$ cat src/rtl/decim_rate_pkg.sv
package decim_rate_pkg;

   typedef enum logic [1:0] {
      ST_IDLE   = 2'd0,
      ST_SETTLE = 2'd1,
      ST_RUN    = 2'd2
   } rate_state_e;

   // Longest output period for a given base ratio and select width.
   function automatic int unsigned longest_period(input int unsigned base_osr,
                                                  input int unsigned sel_w);
      return (2 * base_osr) << ((1 << sel_w) - 1);
   endfunction

   function automatic int unsigned larger_of(input int unsigned a, input int unsigned b);
      return (a > b) ? a : b;
   endfunction

endpackage

$ cat src/rtl/decim_rate_cfg.sv
module decim_rate_cfg #(
   parameter int unsigned BASE_OSR       = 32,
   parameter int unsigned OSR_SEL_W      = 3,
   parameter int unsigned SETTLE_PERIODS = 68,
   parameter int unsigned OVH_HS         = 16,
   parameter int unsigned OVH_LS         = 16,
   parameter int unsigned BUF_DELAY      = 8,
   parameter int unsigned PER_W          = 14,
   parameter int unsigned CNT_W          = 20
) (
   input  logic                 clk,
   input  logic                 rst,
   input  logic                 sync_req,
   input  logic [OSR_SEL_W-1:0] osr_sel,
   input  logic                 low_speed,
   input  logic                 buf_en,
   output logic [CNT_W-1:0]     load_latency,
   output logic [PER_W-1:0]     period_q
);

   logic [PER_W-1:0] per_live;
   logic [CNT_W-1:0] settle_live;
   logic [CNT_W-1:0] ovh_live;
   logic [CNT_W-1:0] bufd_live;

   // Period from the live select; only used at a restart.
   always_comb begin
      per_live    = PER_W'(2 * BASE_OSR) << osr_sel;
      settle_live = CNT_W'(per_live) * CNT_W'(SETTLE_PERIODS);
      ovh_live    = low_speed ? CNT_W'(OVH_LS) : CNT_W'(OVH_HS);
      bufd_live   = buf_en ? CNT_W'(BUF_DELAY) : '0;
      load_latency = settle_live + ovh_live + bufd_live;
   end

   // Period held for the running phase; changes only at a restart.
   always_ff @(posedge clk) begin
      if (rst) begin
         period_q <= PER_W'(2 * BASE_OSR);
      end else if (sync_req) begin
         period_q <= per_live;
      end
   end

endmodule

$ cat src/rtl/decim_rate_strobe.sv
module decim_rate_strobe
   import decim_rate_pkg::*;
#(
   parameter int unsigned PER_W = 14,
   parameter int unsigned CNT_W = 20
) (
   input  logic             clk,
   input  logic             rst,
   input  logic             sync_req,
   input  logic [CNT_W-1:0] load_latency,
   input  logic [PER_W-1:0] period_q,
   output logic             data_ready,
   output logic             busy
);

   rate_state_e      state;
   logic [CNT_W-1:0] remain;
   logic             dr_q;
   logic             expire;

   assign expire = (remain == CNT_W'(1));

   // One down-counter serves both the settle hold-off and the period.
   always_ff @(posedge clk) begin
      if (rst) begin
         state  <= ST_IDLE;
         remain <= '0;
         dr_q   <= 1'b0;
      end else if (sync_req) begin
         state  <= ST_SETTLE;
         remain <= load_latency;
         dr_q   <= 1'b0;
      end else begin
         unique case (state)
            ST_IDLE: begin
               dr_q <= 1'b0;
            end
            default: begin
               if (expire) begin
                  dr_q   <= 1'b1;
                  state  <= ST_RUN;
                  remain <= CNT_W'(period_q);
               end else begin
                  dr_q   <= 1'b0;
                  remain <= remain - CNT_W'(1);
               end
            end
         endcase
      end
   end

   assign data_ready = dr_q;
   assign busy       = (state != ST_RUN);

endmodule

$ cat src/rtl/decim_chop_div.sv
module decim_chop_div #(
   parameter int unsigned CHOP_DIV = 64
) (
   input  logic clk,
   input  logic rst,
   output logic tick
);

   localparam int unsigned CW = (CHOP_DIV > 2) ? $clog2(CHOP_DIV) : 1;
   localparam bit IS_POW2 = ((CHOP_DIV & (CHOP_DIV - 1)) == 0);

   logic [CW-1:0] phase;

   generate
      if (IS_POW2) begin : g_wrap
         // Natural wrap of the counter marks the tick.
         always_ff @(posedge clk) begin
            if (rst) phase <= '0;
            else     phase <= phase + CW'(1);
         end
         assign tick = &phase;
      end else begin : g_cmp
         always_ff @(posedge clk) begin
            if (rst)                             phase <= '0;
            else if (phase == CW'(CHOP_DIV - 1)) phase <= '0;
            else                                 phase <= phase + CW'(1);
         end
         assign tick = (phase == CW'(CHOP_DIV - 1));
      end
   endgenerate

endmodule

$ cat src/rtl/decim_rate_ctrl.sv
module decim_rate_ctrl
   import decim_rate_pkg::*;
#(
   parameter int unsigned BASE_OSR       = 32,
   parameter int unsigned OSR_SEL_W      = 3,
   parameter int unsigned SETTLE_PERIODS = 68,
   parameter int unsigned OVH_HS         = 16,
   parameter int unsigned OVH_LS         = 16,
   parameter int unsigned BUF_DELAY      = 8,
   parameter int unsigned MOD_CLK_DIV    = 2,
   parameter int unsigned CHOP_RATIO     = 32
) (
   input  logic                 clk,
   input  logic                 rst,
   input  logic                 sync_req,
   input  logic [OSR_SEL_W-1:0] osr_sel,
   input  logic                 low_speed,
   input  logic                 buf_en,
   output logic                 data_ready,
   output logic                 chop_tick,
   output logic                 busy
);

   localparam int unsigned MAX_PERIOD = longest_period(BASE_OSR, OSR_SEL_W);
   localparam int unsigned PER_W      = $clog2(MAX_PERIOD + 1);
   localparam int unsigned MAX_LAT    = SETTLE_PERIODS * MAX_PERIOD
                                        + larger_of(OVH_HS, OVH_LS) + BUF_DELAY;
   localparam int unsigned CNT_W      = $clog2(MAX_LAT + 1);
   localparam int unsigned CHOP_DIV   = MOD_CLK_DIV * CHOP_RATIO;

   // Elaboration-time parameter checks.
   generate
      if (BASE_OSR < 1) begin : g_bad_base
         $error("decim_rate_ctrl: BASE_OSR must be at least 1");
      end
      if (OSR_SEL_W < 1 || OSR_SEL_W > 4) begin : g_bad_selw
         $error("decim_rate_ctrl: OSR_SEL_W must lie in 1..4");
      end
      if (SETTLE_PERIODS < 1) begin : g_bad_settle
         $error("decim_rate_ctrl: SETTLE_PERIODS must be at least 1");
      end
      if (CHOP_DIV < 2) begin : g_bad_chop
         $error("decim_rate_ctrl: chop divide must be at least 2");
      end
      if (CNT_W > 31) begin : g_bad_width
         $error("decim_rate_ctrl: latency counter too wide");
      end
   endgenerate

   logic [CNT_W-1:0] load_latency;
   logic [PER_W-1:0] period_q;

   decim_rate_cfg #(
      .BASE_OSR       (BASE_OSR),
      .OSR_SEL_W      (OSR_SEL_W),
      .SETTLE_PERIODS (SETTLE_PERIODS),
      .OVH_HS         (OVH_HS),
      .OVH_LS         (OVH_LS),
      .BUF_DELAY      (BUF_DELAY),
      .PER_W          (PER_W),
      .CNT_W          (CNT_W)
   ) u_cfg (
      .clk          (clk),
      .rst          (rst),
      .sync_req     (sync_req),
      .osr_sel      (osr_sel),
      .low_speed    (low_speed),
      .buf_en       (buf_en),
      .load_latency (load_latency),
      .period_q     (period_q)
   );

   decim_rate_strobe #(
      .PER_W (PER_W),
      .CNT_W (CNT_W)
   ) u_strobe (
      .clk          (clk),
      .rst          (rst),
      .sync_req     (sync_req),
      .load_latency (load_latency),
      .period_q     (period_q),
      .data_ready   (data_ready),
      .busy         (busy)
   );

   decim_chop_div #(
      .CHOP_DIV (CHOP_DIV)
   ) u_chop (
      .clk  (clk),
      .rst  (rst),
      .tick (chop_tick)
   );

endmodule

$ cat config.mk
export PLATFORM = sky130hd
export DESIGN_NAME = decim_rate_ctrl
export DESIGN_NICKNAME = d
export VERILOG_FILES = /design/src/rtl/decim_rate_pkg.sv /design/src/rtl/decim_rate_cfg.sv /design/src/rtl/decim_rate_strobe.sv /design/src/rtl/decim_chop_div.sv /design/src/rtl/decim_rate_ctrl.sv
export SDC_FILE = /design/constraint.sdc
export NUM_CORES = 1
export LEC_CHECK = 0
export BUFFER_PORTS_ARGS = -buffer_cell sky130_fd_sc_hd__buf_4
export CORE_MARGIN = 3
export CORE_UTILIZATION = 40
export CTS_BUF_LIST = sky130_fd_sc_hd__clkbuf_4 sky130_fd_sc_hd__clkbuf_8 sky130_fd_sc_hd__clkbuf_16
export CTS_CLUSTER_DIAMETER = 100
export DETAILED_ROUTE_END_ITERATION = 10
export MAX_ROUTING_LAYER = met4
export PLACE_DENSITY_LB_ADDON = 0.1
export SYNTH_ARGS = -nofsm -noshare
export SYNTH_HDL_FRONTEND = slang
export SYNTH_SLANG_ARGS = --single-unit
$ cat constraint.sdc
create_clock -name clk -period 2.7 [get_ports clk]
set_clock_uncertainty 0.15 [all_clocks]
set_input_delay 0.135 -clock clk [delete_from_list [all_inputs] [get_ports clk]]
set_output_delay 0.135 -clock clk [all_outputs]
set_load 0.05 [all_outputs]
==> impl_results.md <==
- Wirelength per Cell: 14.9 um
- Crit-path max cell delay: 570 ps
- Commonest non-fill, non-tap cell in the layout: dfxtp_1
- Die H: 77.8 um
- Fin crit period: 2480 ps
- Final setup fails: 0
- Hold Buf Count CTS: 1
- Ys async rst share: 0%
- Combinational Power Share: 19.0%
- Mapped Area: 0.00206 mm^2
- Worst slew pin tran: 479 ps
- Share of cells above drive strength 1: 13.3%
- Met3 Wirelength: 184 um
- Nets@finish: 287
- Post-DP HPWL: 3500 um
- Register area share after synthesis: 35.9%
- Crit-path slowest cell: or4_4
- Critical path capture point type: flip-flop
- Drt total wl: 5030 um
- Net Sw Frac: 29.2%
- Main synth FF type: dfxtp_1
- R2R Setup Slk: 220 ps
- Initial antenna violation count: 0
- # diodes: 0
- DR vias/cell: 5.58
- Hold Crit Class: input port to flip-flop
- F_max: 0.404 GHz
- Final core utilization: 48.6%
- Vias in the first global route: 1808
- First DRT Iteration DRCs: 165
- Critical Path AT: 2510 ps
- LEAKAGE: 0.911 nW
- Total number of vias: 1879
- Worst rel slew slack: 67.8%
- Design Power: 1.36 mW
- Placed insts: 328
- Tcrit/Tclk final: 91.7%
- TritonRoute pass-1 iters: 4
- Min setup slack post-route: 224 ps
- Clock transition at path regs: 80 ps
- Worst reg2reg path depth: 6
- DR WL met2: 2150 um
- Status: finished, final reports clean
- Syn_nets: 277
- # resized after CTS: 0
- VDD IR max: 0.000310 V
- Critical Path Start: u_strobe.remain[11]
- Critical path class: flip-flop to flip-flop
- Die area: 0.00606 mm^2
- Initial Util: 42.6%
- TNS Setup: 0 ps
- Worst Path Required: 2730 ps
- DRC: 0
- CTS H-Tree Depth: 2
- Pin count of the biggest net entering global routing: 32
- Net Sw Power: 0.397 mW
- CTS Root Cell: clkbuf_8
- # clock sinks: 37
- Ports: 11
- Skew-Pair Late Insertion Delay: 300 ps
- Routability congestion estimate: 0.814
- Met1 wire length: 2580 um
- Die width: 77.8 um
- Final Non-Filler Cells: 337
- Rows: 25
- First-pass GRT wire length: 8590 um
- Area delta synth->final: 14.2%
- Hold Vio Cnt, Final: 0
- PwrDens: 578 mW/mm^2
- Reg2reg end: u_strobe.remain[4]
- Pre-CTS setup slack: 145 ps
- Synth warnings: 0
- CP max FO: 8
- TritonCTS clock tree: done
- GR Util All Layers: 18.5%
- Synth Area per Inst: 7.97 um^2
- Slew Limit Fails: 0
- Max cap viols: 0
- PortBufs: 9
- CP startpoint kind: flip-flop
- CP endpoint: u_strobe.remain[4]
- Worst reg2reg startpoint: u_strobe.remain[11]
- Post-synthesis sequential element count: 37
- Clk pwr share: 37.0%
- Uppermost layer routed: met4
- Register share of total power: 44.0%
- Int Power: 0.964 mW
- Post-CTS Setup Bufs: 0
- Core box area: 0.00485 mm^2
- Mapped Cells: 259
- Final ANT Viol Nets: 0
- CP cell instances: or4_4, or4_1, or2_0, buf_4, a221oi_1, nor2_1
- Num CTS Buffers: 5
- Post-synth cell types: 48
- Number of synthesized flops with an enable pin: 0
- Clock buffer depth: 2
- Global route overflow: 0
- Most frequent cells in the layout: dfxtp_1 (37), nor2_1 (31), buf_4 (23)
- RSZ-0062 raised after global routing: no
[Yosys cell counts (all sizes together) (3+ instances only)]
master  instances  area share (%)
nor4            7             2.1
inv            10             1.8
dfxtp          37              36
o21ai          10             2.4
a221oi          5             2.1
or4             5             2.0
buf             5             1.4
a21oi          21             5.1
nor2b           3            0.91
nor3b           3             1.1
or2             3            0.91
clkbuf         16             2.9
o22ai           6             1.8
xnor2           5             2.1
nand2          20             3.6
nor2           31             5.6
xor2            5             2.1
a31oi           3            0.91
or3             9             2.7
nor3            9             2.2
nand3           7             1.7
ha              9             5.5
[power by group through the flow]
stage / combinational [mW] / sequential, mW / clock (mW)
6_report: 0.259 / 0.599 / 0.503
2_1_floorplan: 0.194 / 0.603 / 0
3_5_place_dp: 0.256 / 0.611 / 0
5_1_grt: 0.293 / 0.603 / 0.534
4_1_cts: 0.259 / 0.598 / 0.509
3_3_place_gp: 0.256 / 0.611 / 0
[area by class of cell]
cell class | instances | area [um^2]
Sequential cell | 37 | 741
Multi-Input combinational cell | 191 | 1200
Tap cell | 67 | 83.8
Inverter | 10 | 37.5
Clock buffer | 5 | 68.8
Timing Repair Buffer | 24 | 183
Clock inverter | 3 | 46.3
Fill cell | 484 | 2490
[kinds of logic (layout without fill, tap and decap cells)]
| logic type | count (synthesis) | in the layout | share of synthesized area (%) |
|---|---|---|---|
| buf+inv | 31 | 42 | 6.13 |
| compound gates | 61 | 61 | 19.2 |
| xor+xnor | 10 | 10 | 4.24 |
| fa+ha+maj | 10 | 10 | 6.43 |
| flops | 37 | 37 | 35.9 |
| simple gates | 107 | 107 | 26.4 |
| mux | 3 | 3 | 1.70 |
[worst min path at each step]
stage	start	end	cells past startpoint
2_1_floorplan	buf_en	u_strobe.remain[3]	2
3_3_place_gp	buf_en	u_strobe.remain[3]	3
3_5_place_dp	buf_en	u_strobe.remain[3]	3
4_1_cts	osr_sel[0]	u_cfg.period_q[9]	3
5_1_grt	osr_sel[0]	u_cfg.period_q[9]	3
6_report	osr_sel[0]	u_cfg.period_q[9]	3
[worst max-delay path: cells and delay by family (launching register included)]
| family | cells | cell delay (ps) |
|---|---|---|
| AO/OA/AOI/OAI | 1 | 240 |
| AND/OR/NAND/NOR | 4 | 1420 |
| flip-flops | 1 | 360 |
| buffers and inverters | 1 | 190 |
[metal layers]
layer / vias up / track usage, %
met5: - / -
met3: 12 / 3.48
li1: 953 / -
met1: 883 / 25.0
met4: 0 / 7.65
met2: 31 / 27.0
[per-stage QoR]
| stage | area, um^2 | hold slack [ps] |
|---|---|---|
| after floorplan | 2060 | 146 |
| after global placement | 2230 | 262 |
| after detailed placement | 2230 | 286 |
| after CTS | 2360 | 42.1 |
| after global routing | 2360 | 56.8 |
| final | 2360 | 53.3 |
[state kept, by name (all words and copies together), names as in the netlist]
signal and cells:
u_cfg.period_q 8, u_chop.phase 6, u_strobe.data_ready 1, u_strobe.remain 20
u_strobe.state 2
Note: power is estimated with default switching activity, not from simulation.
